**config.mk**
```make
export PLATFORM = sky130hd
export DESIGN_NAME = irq_entry_unit
export DESIGN_NICKNAME = d
export VERILOG_FILES = /design/src/rtl/irq_entry_pkg.sv /design/src/rtl/irq_pending_reg.sv /design/src/rtl/irq_csr_bank.sv /design/src/rtl/irq_entry_fsm.sv /design/src/rtl/irq_entry_unit.sv
export SDC_FILE = /design/constraint.sdc
export NUM_CORES = 1
export LEC_CHECK = 0
export BUFFER_PORTS_ARGS = -buffer_cell sky130_fd_sc_hd__buf_2
export CAP_MARGIN = 20
export CORE_MARGIN = 5
export CORE_UTILIZATION = 56
export DETAILED_ROUTE_END_ITERATION = 6
export PLACE_DENSITY_LB_ADDON = 0.05
export RECOVER_POWER = 100
export SYNTH_ARGS = -nofsm -noshare
export SYNTH_HDL_FRONTEND = slang
export SYNTH_HIERARCHICAL = 1
export SYNTH_SLANG_ARGS = --single-unit
```
**constraint.sdc**
```tcl
create_clock -name clk -period 3.85 [get_ports clk]
set_input_delay 0.77 -clock clk [delete_from_list [all_inputs] [get_ports clk]]
set_output_delay 0.77 -clock clk [all_outputs]
set_load 0.01 [all_outputs]
```
**src/rtl/irq_entry_pkg.sv**
```systemverilog
package irq_entry_pkg;

    typedef enum logic [1:0] {
        SEL_IE  = 2'd0,
        SEL_IM  = 2'd1,
        SEL_IP  = 2'd2,
        SEL_EBA = 2'd3
    } csr_sel_e;

    typedef enum logic {
        ST_WAIT  = 1'b0,
        ST_ENTER = 1'b1
    } entry_state_e;

    // {saved enable, global enable} after an entry
    localparam logic [1:0] IE_ON_ENTRY = 2'b10;

endpackage

```
**src/rtl/irq_pending_reg.sv**
```systemverilog
module irq_pending_reg #(
    parameter int NUM_IRQ = 32
) (
    input  logic               clk,
    input  logic               rst_n,
    input  logic [NUM_IRQ-1:0] irq_i,
    input  logic [NUM_IRQ-1:0] clr_i,
    output logic [NUM_IRQ-1:0] ip_o
);

    logic [NUM_IRQ-1:0] ip_q;

    for (genvar g = 0; g < NUM_IRQ; g++) begin : g_bit
        // set wins over a same-cycle clear
        always_ff @(posedge clk) begin
            if (!rst_n) ip_q[g] <= 1'b0;
            else        ip_q[g] <= irq_i[g] | (ip_q[g] & ~clr_i[g]);
        end

        assert_line_sets_R2: assert property (@(posedge clk) disable iff (!rst_n)
            irq_i[g] |=> ip_q[g]);

        assert_sticky_without_clear_R3: assert property (@(posedge clk) disable iff (!rst_n)
            (ip_q[g] && !clr_i[g]) |=> ip_q[g]);
    end

    assign ip_o = ip_q;

endmodule

```
**src/rtl/irq_csr_bank.sv**
```systemverilog
module irq_csr_bank
    import irq_entry_pkg::*;
#(
    parameter int XLEN       = 32,
    parameter int NUM_IRQ    = 32,
    parameter int ALIGN_BITS = 8
) (
    input  logic               clk,
    input  logic               rst_n,
    input  logic [1:0]         sel_i,
    input  logic               we_i,
    input  logic [XLEN-1:0]    wdata_i,
    input  logic               enter_i,
    input  logic [NUM_IRQ-1:0] ip_i,
    output logic [XLEN-1:0]    rdata_o,
    output logic [1:0]         ie_o,
    output logic [NUM_IRQ-1:0] im_o,
    output logic [XLEN-1:0]    eba_o,
    output logic [NUM_IRQ-1:0] ip_clr_o
);

    csr_sel_e sel;
    assign sel = csr_sel_e'(sel_i);

    logic [1:0]               ie_q;
    logic [NUM_IRQ-1:0]       im_q;
    logic [XLEN-1:ALIGN_BITS] eba_hi_q;

    always_ff @(posedge clk) begin
        if (!rst_n)                       ie_q <= '0;
        else if (enter_i)                 ie_q <= IE_ON_ENTRY;
        else if (we_i && sel == SEL_IE)   ie_q <= wdata_i[1:0];
    end

    always_ff @(posedge clk) begin
        if (!rst_n)                       im_q <= '0;
        else if (we_i && sel == SEL_IM)   im_q <= wdata_i[NUM_IRQ-1:0];
    end

    always_ff @(posedge clk) begin
        if (!rst_n)                       eba_hi_q <= '0;
        else if (we_i && sel == SEL_EBA)  eba_hi_q <= wdata_i[XLEN-1:ALIGN_BITS];
    end

    assign ip_clr_o = (we_i && sel == SEL_IP) ? wdata_i[NUM_IRQ-1:0] : '0;
    assign ie_o     = ie_q;
    assign im_o     = im_q;
    assign eba_o    = {eba_hi_q, {ALIGN_BITS{1'b0}}};

    always_comb begin
        rdata_o = '0;
        unique case (sel)
            SEL_IE:  rdata_o[1:0]         = ie_q;
            SEL_IM:  rdata_o[NUM_IRQ-1:0] = im_q;
            SEL_IP:  rdata_o[NUM_IRQ-1:0] = ip_i;
            SEL_EBA: rdata_o              = eba_o;
        endcase
    end

    assert_entry_sets_saved_R7: assert property (@(posedge clk) disable iff (!rst_n)
        enter_i |=> ie_q == IE_ON_ENTRY);

    assert_base_write_R8: assert property (@(posedge clk) disable iff (!rst_n)
        (we_i && sel == SEL_EBA) |=> eba_o[XLEN-1:ALIGN_BITS] == $past(wdata_i[XLEN-1:ALIGN_BITS]));

endmodule

```
**src/rtl/irq_entry_fsm.sv**
```systemverilog
module irq_entry_fsm
    import irq_entry_pkg::*;
#(
    parameter int XLEN    = 32,
    parameter int NUM_IRQ = 32,
    parameter int EXC_ID  = 6,
    parameter int EPC_REG = 30,
    parameter int IDX_W   = 5
) (
    input  logic               clk,
    input  logic               rst_n,
    input  logic               insn_done_i,
    input  logic [XLEN-1:0]    pc_i,
    input  logic               gie_i,
    input  logic [NUM_IRQ-1:0] im_i,
    input  logic [NUM_IRQ-1:0] ip_i,
    input  logic [XLEN-1:0]    eba_i,
    output logic               enter_o,
    output logic               take_o,
    output logic [XLEN-1:0]    redirect_pc_o,
    output logic               gpr_we_o,
    output logic [IDX_W-1:0]   gpr_idx_o,
    output logic [XLEN-1:0]    gpr_data_o
);

    localparam logic [XLEN-1:0]  VEC_OFS = XLEN'(EXC_ID * 32);
    localparam logic [IDX_W-1:0] EPC_IDX = IDX_W'(EPC_REG);

    entry_state_e       state_q, state_d;
    logic [XLEN-1:0]    pc_q;
    logic               hit;

    assign hit = |(im_i & ip_i);

    // next state
    always_comb begin
        state_d = state_q;
        enter_o = 1'b0;
        unique case (state_q)
            ST_WAIT: begin
                if (insn_done_i && gie_i && hit) begin   // accept
                    state_d = ST_ENTER;
                    enter_o = 1'b1;
                end
            end
            ST_ENTER: state_d = ST_WAIT;                  // retire
        endcase
    end

    // state register and return address capture
    always_ff @(posedge clk) begin
        if (!rst_n) begin
            state_q <= ST_WAIT;
            pc_q    <= '0;
        end else begin
            state_q <= state_d;
            if (enter_o) pc_q <= pc_i;
        end
    end

    // outputs
    always_comb begin
        take_o        = 1'b0;
        gpr_we_o      = 1'b0;
        gpr_idx_o     = '0;
        gpr_data_o    = '0;
        redirect_pc_o = '0;
        unique case (state_q)
            ST_WAIT: ;
            ST_ENTER: begin
                take_o        = 1'b1;
                gpr_we_o      = 1'b1;
                gpr_idx_o     = EPC_IDX;
                gpr_data_o    = pc_q;
                redirect_pc_o = eba_i + VEC_OFS;
            end
        endcase
    end

    assert_no_take_off_boundary_R4: assert property (@(posedge clk) disable iff (!rst_n)
        (state_q == ST_WAIT && !insn_done_i) |=> !take_o);

    assert_take_single_pulse_R5: assert property (@(posedge clk) disable iff (!rst_n)
        take_o |=> !take_o);

    assert_return_pc_R5: assert property (@(posedge clk) disable iff (!rst_n)
        take_o |-> (gpr_data_o == $past(pc_i) && $past(insn_done_i)));

endmodule

```
**src/rtl/irq_entry_unit.sv**
```systemverilog
module irq_entry_unit #(
    parameter int XLEN       = 32,
    parameter int NUM_IRQ    = 32,
    parameter int EXC_ID     = 6,
    parameter int EPC_REG    = 30,
    parameter int IDX_W      = 5,
    parameter int ALIGN_BITS = 8
) (
    input  logic               clk,
    input  logic               rst_n,
    input  logic [NUM_IRQ-1:0] irq_i,
    input  logic               insn_done_i,
    input  logic [XLEN-1:0]    pc_i,
    input  logic [1:0]         csr_sel_i,
    input  logic               csr_we_i,
    input  logic [XLEN-1:0]    csr_wdata_i,
    output logic [XLEN-1:0]    csr_rdata_o,
    output logic               take_o,
    output logic [XLEN-1:0]    redirect_pc_o,
    output logic               gpr_we_o,
    output logic [IDX_W-1:0]   gpr_idx_o,
    output logic [XLEN-1:0]    gpr_data_o,
    output logic [1:0]         ie_o
);

    logic [NUM_IRQ-1:0] ip, im, ip_clr;
    logic [XLEN-1:0]    eba;
    logic [1:0]         ie;
    logic               enter;

    irq_pending_reg #(.NUM_IRQ(NUM_IRQ)) u_pending (
        .clk   (clk),
        .rst_n (rst_n),
        .irq_i (irq_i),
        .clr_i (ip_clr),
        .ip_o  (ip)
    );

    irq_csr_bank #(
        .XLEN(XLEN), .NUM_IRQ(NUM_IRQ), .ALIGN_BITS(ALIGN_BITS)
    ) u_csr (
        .clk      (clk),
        .rst_n    (rst_n),
        .sel_i    (csr_sel_i),
        .we_i     (csr_we_i),
        .wdata_i  (csr_wdata_i),
        .enter_i  (enter),
        .ip_i     (ip),
        .rdata_o  (csr_rdata_o),
        .ie_o     (ie),
        .im_o     (im),
        .eba_o    (eba),
        .ip_clr_o (ip_clr)
    );

    irq_entry_fsm #(
        .XLEN(XLEN), .NUM_IRQ(NUM_IRQ), .EXC_ID(EXC_ID),
        .EPC_REG(EPC_REG), .IDX_W(IDX_W)
    ) u_fsm (
        .clk           (clk),
        .rst_n         (rst_n),
        .insn_done_i   (insn_done_i),
        .pc_i          (pc_i),
        .gie_i         (ie[0]),
        .im_i          (im),
        .ip_i          (ip),
        .eba_i         (eba),
        .enter_o       (enter),
        .take_o        (take_o),
        .redirect_pc_o (redirect_pc_o),
        .gpr_we_o      (gpr_we_o),
        .gpr_idx_o     (gpr_idx_o),
        .gpr_data_o    (gpr_data_o)
    );

    assign ie_o = ie;

    assert_reset_quiet_R1: assert property (@(posedge clk)
        !rst_n |=> (!take_o && ie_o == 2'b00));

endmodule

```
# Word-level counts from Yosys, hierarchy flattened
# Cells that the tools add are included.
# Widths: inputs -> output; s select.
[word_totals] ff_bits=123 in_bits=102 out_inout_bits=105 word_cells=163
[op_classes] addsub=1 n_eq_ne=3 mux=12 bitwise=99 n_reduce_logical=10
[op_table] operator="$mux 32" count=3
[op_table] operator="$pmux 30 s3" count=1
[op_table] operator="$not 1->1" count=34
[op_table] operator="$add 32x8->32 const B" count=1
[op_table] operator="$and 1x1->1" count=32
[op_table] operator="$and 32x32->32" count=1
[op_table] operator="$or 1x1->1" count=32
[op_table] operator="$reduce_or 32->1" count=1
[op_table] operator="$pmux 2 s4" count=1
[op_table] operator="$logic_and 1x1->1" count=6
[op_table] operator="$mux 5" count=1
[op_table] operator="$eq 2x2->1 const B" count=2
[op_table] operator="$mux 2" count=2
[op_table] operator="$mux 1" count=3
[op_table] operator="$eq 2x1->1 const B" count=1
[op_table] operator="$logic_not 2->1" count=1
[op_table] operator="$pmux 1 s2" count=1
[op_table] operator="$reduce_bool 2->1" count=1
[op_table] operator="$reduce_or 2->1" count=1

# Depth between registers and ports, before layout
[depth] word_depth=6 mapped_depth=9 ltp_nobuf=7

# Hierarchy
# Netlist, hierarchy kept.
[modules_own_cells] module="irq_csr_bank" instances=1 cells_each=374 area_per_inst_um2=3163.0 seq_area_each_um2=1161.1
[modules_own_cells] module="irq_entry_fsm" instances=1 cells_each=317 area_per_inst_um2=2428.6 seq_area_each_um2=660.6
[modules_own_cells] module="irq_pending_reg" instances=1 cells_each=99 area_per_inst_um2=1114.8 seq_area_each_um2=640.6

# Worst setup path after synthesis
# OpenSTA, ideal clock, no wires.
[synth_path] path_kind="in2out" from="input csr_sel_i[0]" to="output csr_rdata_o[10]" arrival_ns=1.520 required_time_ns=3.080 setup_slack_ns=1.560 path_stages=3 n_path_buf=1 cell_sequence="buf_2 mux2_2 a22o_1"
[synth_between] elab_chain_len=2 elab_cells_between_ends=4 cone_classes="3 x eq/ne; 1 x mux"
[synth_rtl] item="from (decl)" line_no="irq_entry_unit.sv:14" source="input logic [1:0] csr_sel_i,"
[synth_rtl] item="$eq 2x2->1 or $eq 2x1->1 (tied branches)" line_no="irq_csr_bank.sv:52" source="unique case (sel)"
[synth_rtl] item="$pmux 30 s3 *" line_no="irq_csr_bank.sv:52"
[synth_rtl] item="to (decl)" line_no="irq_entry_unit.sv:17" source="output logic [XLEN-1:0] csr_rdata_o,"
# Mark *: on every way between the ends. The rest lies on a longest branch, timed or not.

# Worst setup path in the final report
[layout_path] from="input csr_sel_i[0]" to="output csr_rdata_o[5]"
# The elaborated chain is that of the path after synthesis.

==> out/qor.csv <==
stage,metric,value,unit
global_route,track_usage,0.257,
timing,slew_viol_final,0,
timing,relSlewSlack,0.0723,
pwr,ir_drop,0.330,mV
timing,fin_skew,0.00800,ns
clocking,clk_pin_slew,0.06,ns
cells_and_area,final_util,0.680,
critical_path,reg2reg_to,u_csr/ie_o[1],
route,drtPass1Iterations,5,
critical_path,cp_slowest_cell,and2b_1,
global_route,grt_pass1_wl,29500,um
placement,dp.cells,1080,
critical_path,crit_chain,buf_2 > buf_4 > and2b_1 > a22o_1 > clkbuf_1,
die,die_h,119,um
synth,ys_types,41,
route,drc,0,
timing,setup_viol,0,
die,start_util,0.565,
die,die_area,14300,um^2
critical_path,timing.critical_path.arrival,2.31,ns
route,vias,5988,
hold_path,hp-class,reg2reg,
route,routed_wl,19200,um
route,ant_nets,0,
placement,portBuffers,199,
critical_path,crit_end,csr_rdata_o[5],
timing,rsz0062_at_grt,no,
synth,postSynthCellCount,790,
synth,yosys_warnings,6,
timing,finalWorstSetupSlack,0.768,ns
hold_path,min-delay-start,u_fsm/pc_q[11],
timing,fin_crit_sh,0.801,
route,wl_per_cell,17.3,um
global_route,gr-total-overflow,0,
synth,synthAdderAreaFrac,0.00187,
synth,ys_ff_latch,123,
global_route,grt_max_degree,86,
route,dr.first_iter.drc_count,339,
placement,hpwl,13700,um
global_route,grt_pass1_vias,5910,
synth,syn_avg_cell_area,8.49,um^2
synth,synth.yosys.seq_area_share,0.367,
cells_and_area,fill_cells,1058,
cells_and_area,drive_gt1_frac,0.198,
critical_path,cp_max_fo,32,
critical_path,crit_type,in2out,
synth,yosys.area_share.simple,0.273,
clocking,post_cts_resized,0,
critical_path,r2r_slack,1.09,ns
run,cap_violations,0,
die,ios,207,
critical_path,r2r_cells,6,
critical_path,slowest_delay,0.73,ns
timing,finalHoldViolations,0,
timing,fmaxAchievable,0.324,GHz
critical_path,cp-end-kind,output port,
outcome,status,completed,
synth,synth_enable_flop_cells,0,
critical_path,critPathLaunch,csr_sel_i[0],
die,die_w,119,um
timing,tightestPinTransition,1.39,ns
synth,muxShareOfSynthArea,0.0925,
timing,period_minus_slack,3.08,ns
critical_path,startpoint_type,input pin,
clocking,insertion_delay,0.41,ns
global_route,antenna_found_initial,1,
placement,place_congestion,0.939,
die,core,11900,um^2
clocking,h-tree-depth,4,
synth,synthArstFlopShare,0,
synth,synth_top_family_by_area,simple AND/OR/NAND/NOR gates,
placement,pre_cts_ws,0.818,ns
synth,ys.flop_type,dfxtp_1,
clocking,cts_made_buffers,17,
synth,netlist_area,6710,um^2
synth,synth-compound-area-share,0.169,
timing,tns,0,ns
synth,synthXorXnorAreaFrac,0.0248,
clocking,post_cts_buffers,0,
pwr,power_density,415,nW/um^2
critical_path,r2r_start,u_csr/im_o[10],
cells_and_area,area_growth,20.2,%
pwr,p_leak,0.00337,uW
die,row_count,40,
cells_and_area,layoutNonFillerInstCount,1112,
clocking,clk_path_buf_depth,2,
clocking,cts_sinks,123,
route,viasPerCell,5.38,
clocking,cts_tree,yes,
clocking,ctsRootBufferMaster,clkbuf_16,
cells_and_area,nets,1056,
timing,hold_slack,0.452,ns
cells_and_area,diodes,0,
critical_path,required,3.08,ns
clocking,cts.hold.buffers_added,0,
==> placed cells by master (no fill, tap or decap), types with 2 or more instances in the layout <==
| master | netlist | routed |
|---|---|---|
| mux2i_1 | 35 | 35 |
| a22oi_1 | 16 | 16 |
| nor3_1 | 6 | 6 |
| bufinv_16 | 0 | 4 |
| xor2_1 | 14 | 14 |
| buf_2 | 12 | 121 |
| nor2b_1 | 35 | 35 |
| clkinvlp_4 | 0 | 5 |
| mux2_2 | 24 | 23 |
| and2_0 | 0 | 17 |
| dfxtp_1 | 123 | 122 |
| and4_1 | 3 | 3 |
| and2b_1 | 2 | 2 |
| a21boi_0 | 7 | 58 |
| buf_4 | 20 | 7 |
| or3_1 | 7 | 7 |
| o21a_1 | 32 | 32 |
| inv_1 | 5 | 5 |
| clkinv_2 | 0 | 3 |
| nor2_1 | 6 | 6 |
| a22o_1 | 30 | 30 |
| nand2_1 | 187 | 187 |
| clkbuf_16 | 0 | 17 |
| o21ai_0 | 8 | 8 |
| conb_1 | 2 | 9 |
| and3_1 | 34 | 34 |
| nand3_1 | 5 | 5 |
| and2_1 | 57 | 40 |
| a21boi_1 | 54 | 3 |
| clkbuf_1 | 29 | 81 |
| nand4_1 | 6 | 6 |
| xnor2_1 | 5 | 5 |
==> synth_stat cells (2+ instances only) <==
master,count,share of area
nor3_1,6,0.0045
o21ai_0,8,0.0060
inv_1,5,0.0028
buf_2,12,0.0090
nor3b_2,2,0.0037
buf_6,12,0.020
nand3_1,5,0.0037
a22oi_1,16,0.018
clkbuf_1,29,0.016
mux2_2,24,0.040
a22o_1,30,0.039
xnor2_1,5,0.0065
mux2i_1,35,0.052
nand4_1,6,0.0056
and2b_1,2,0.0022
and2_1,57,0.053
and4_1,3,0.0039
or3_1,7,0.0065
and3_1,34,0.032
dfxtp_1,123,0.37
a21boi_0,7,0.0078
conb_1,2,0.0011
nand2_1,187,0.10
nor2b_1,35,0.033
xor2_1,14,0.018
nor2_1,6,0.0034
a21boi_1,54,0.060
buf_4,20,0.022
o21a_1,32,0.036
==> final cells by class <==
class / count / area, um^2 / share of cell area
clock inverters: 12 / 173 / 0.0214
multi-input cells: 596 / 3790 / 0.470
flip-flops and latches: 123 / 2460 / 0.306
inverters: 5 / 18.8 / 0.00233
well taps: 147 / 184 / 0.0228
repair buffers: 210 / 991 / 0.123
clock buffers: 19 / 443 / 0.0549
==> sequential cells by signal, indices dropped and copies added, names as in the netlist <==
name            count
u_pending/ip_o     32
u_csr/ie_o          2
u_csr/eba_hi_q     24
u_fsm/state_q       1
u_fsm/pc_q         32
u_csr/im_o         32
==> through the flow <==
step	cell area (um^2)	total power, uW
after global placement	7540	1710
after floorplan	6730	1600
after global routing	8060	3460
after detailed placement	7540	1720
after CTS	8160	3370
final	8060	3340
==> per-layer routing <==
metal  vias up  global-route usage  routed length, um
met5         -                   0                 13
met4         2              0.0923                489
met3        37              0.0836               1630
met2       235               0.446               9330
met1      2727               0.297               7770
li1       2987                   -                  -
==> power by group <==
part	internal, uW	leakage (uW)	switching [uW]
clock network	1090	0.000287	559
registers	1320	0.00101	52.1
logic	148	0.00208	171
total	2560	0.00337	782
==> worst min-delay path by stage <==
stage	end	slack, ns	depth (start not counted)
detailed placement	u_fsm/pc_q[20]	0.44	2
global placement	u_fsm/pc_q[13]	0.44	2
global route	u_fsm/pc_q[10]	0.47	2
floorplan	u_fsm/pc_q[0]	0.43	2
finish	u_fsm/pc_q[11]	0.45	2
CTS	u_fsm/pc_q[11]	0.45	2
==> logic make-up (layout without fill, tap and decap cells) <==
group | count (synthesis) | count (layout)
DFF | 123 | 123
other | 2 | 9
muxes | 59 | 59
adders and majority gates | 1 | 1
buffers and inverters | 78 | 246
AOI/OAI and AO/OA | 148 | 148
xor gates and xnor gates | 19 | 19
and+or+nand+nor | 360 | 360
==> worst max-delay path, delay by kind of cell <==
| family | cells | cell delay (ns) |
|---|---|---|
| simple gates | 1 | 0.73 |
| buf+inv | 3 | 0.55 |
| compound gates | 1 | 0.25 |
No activity file was read; power rests on OpenSTA's default activity.
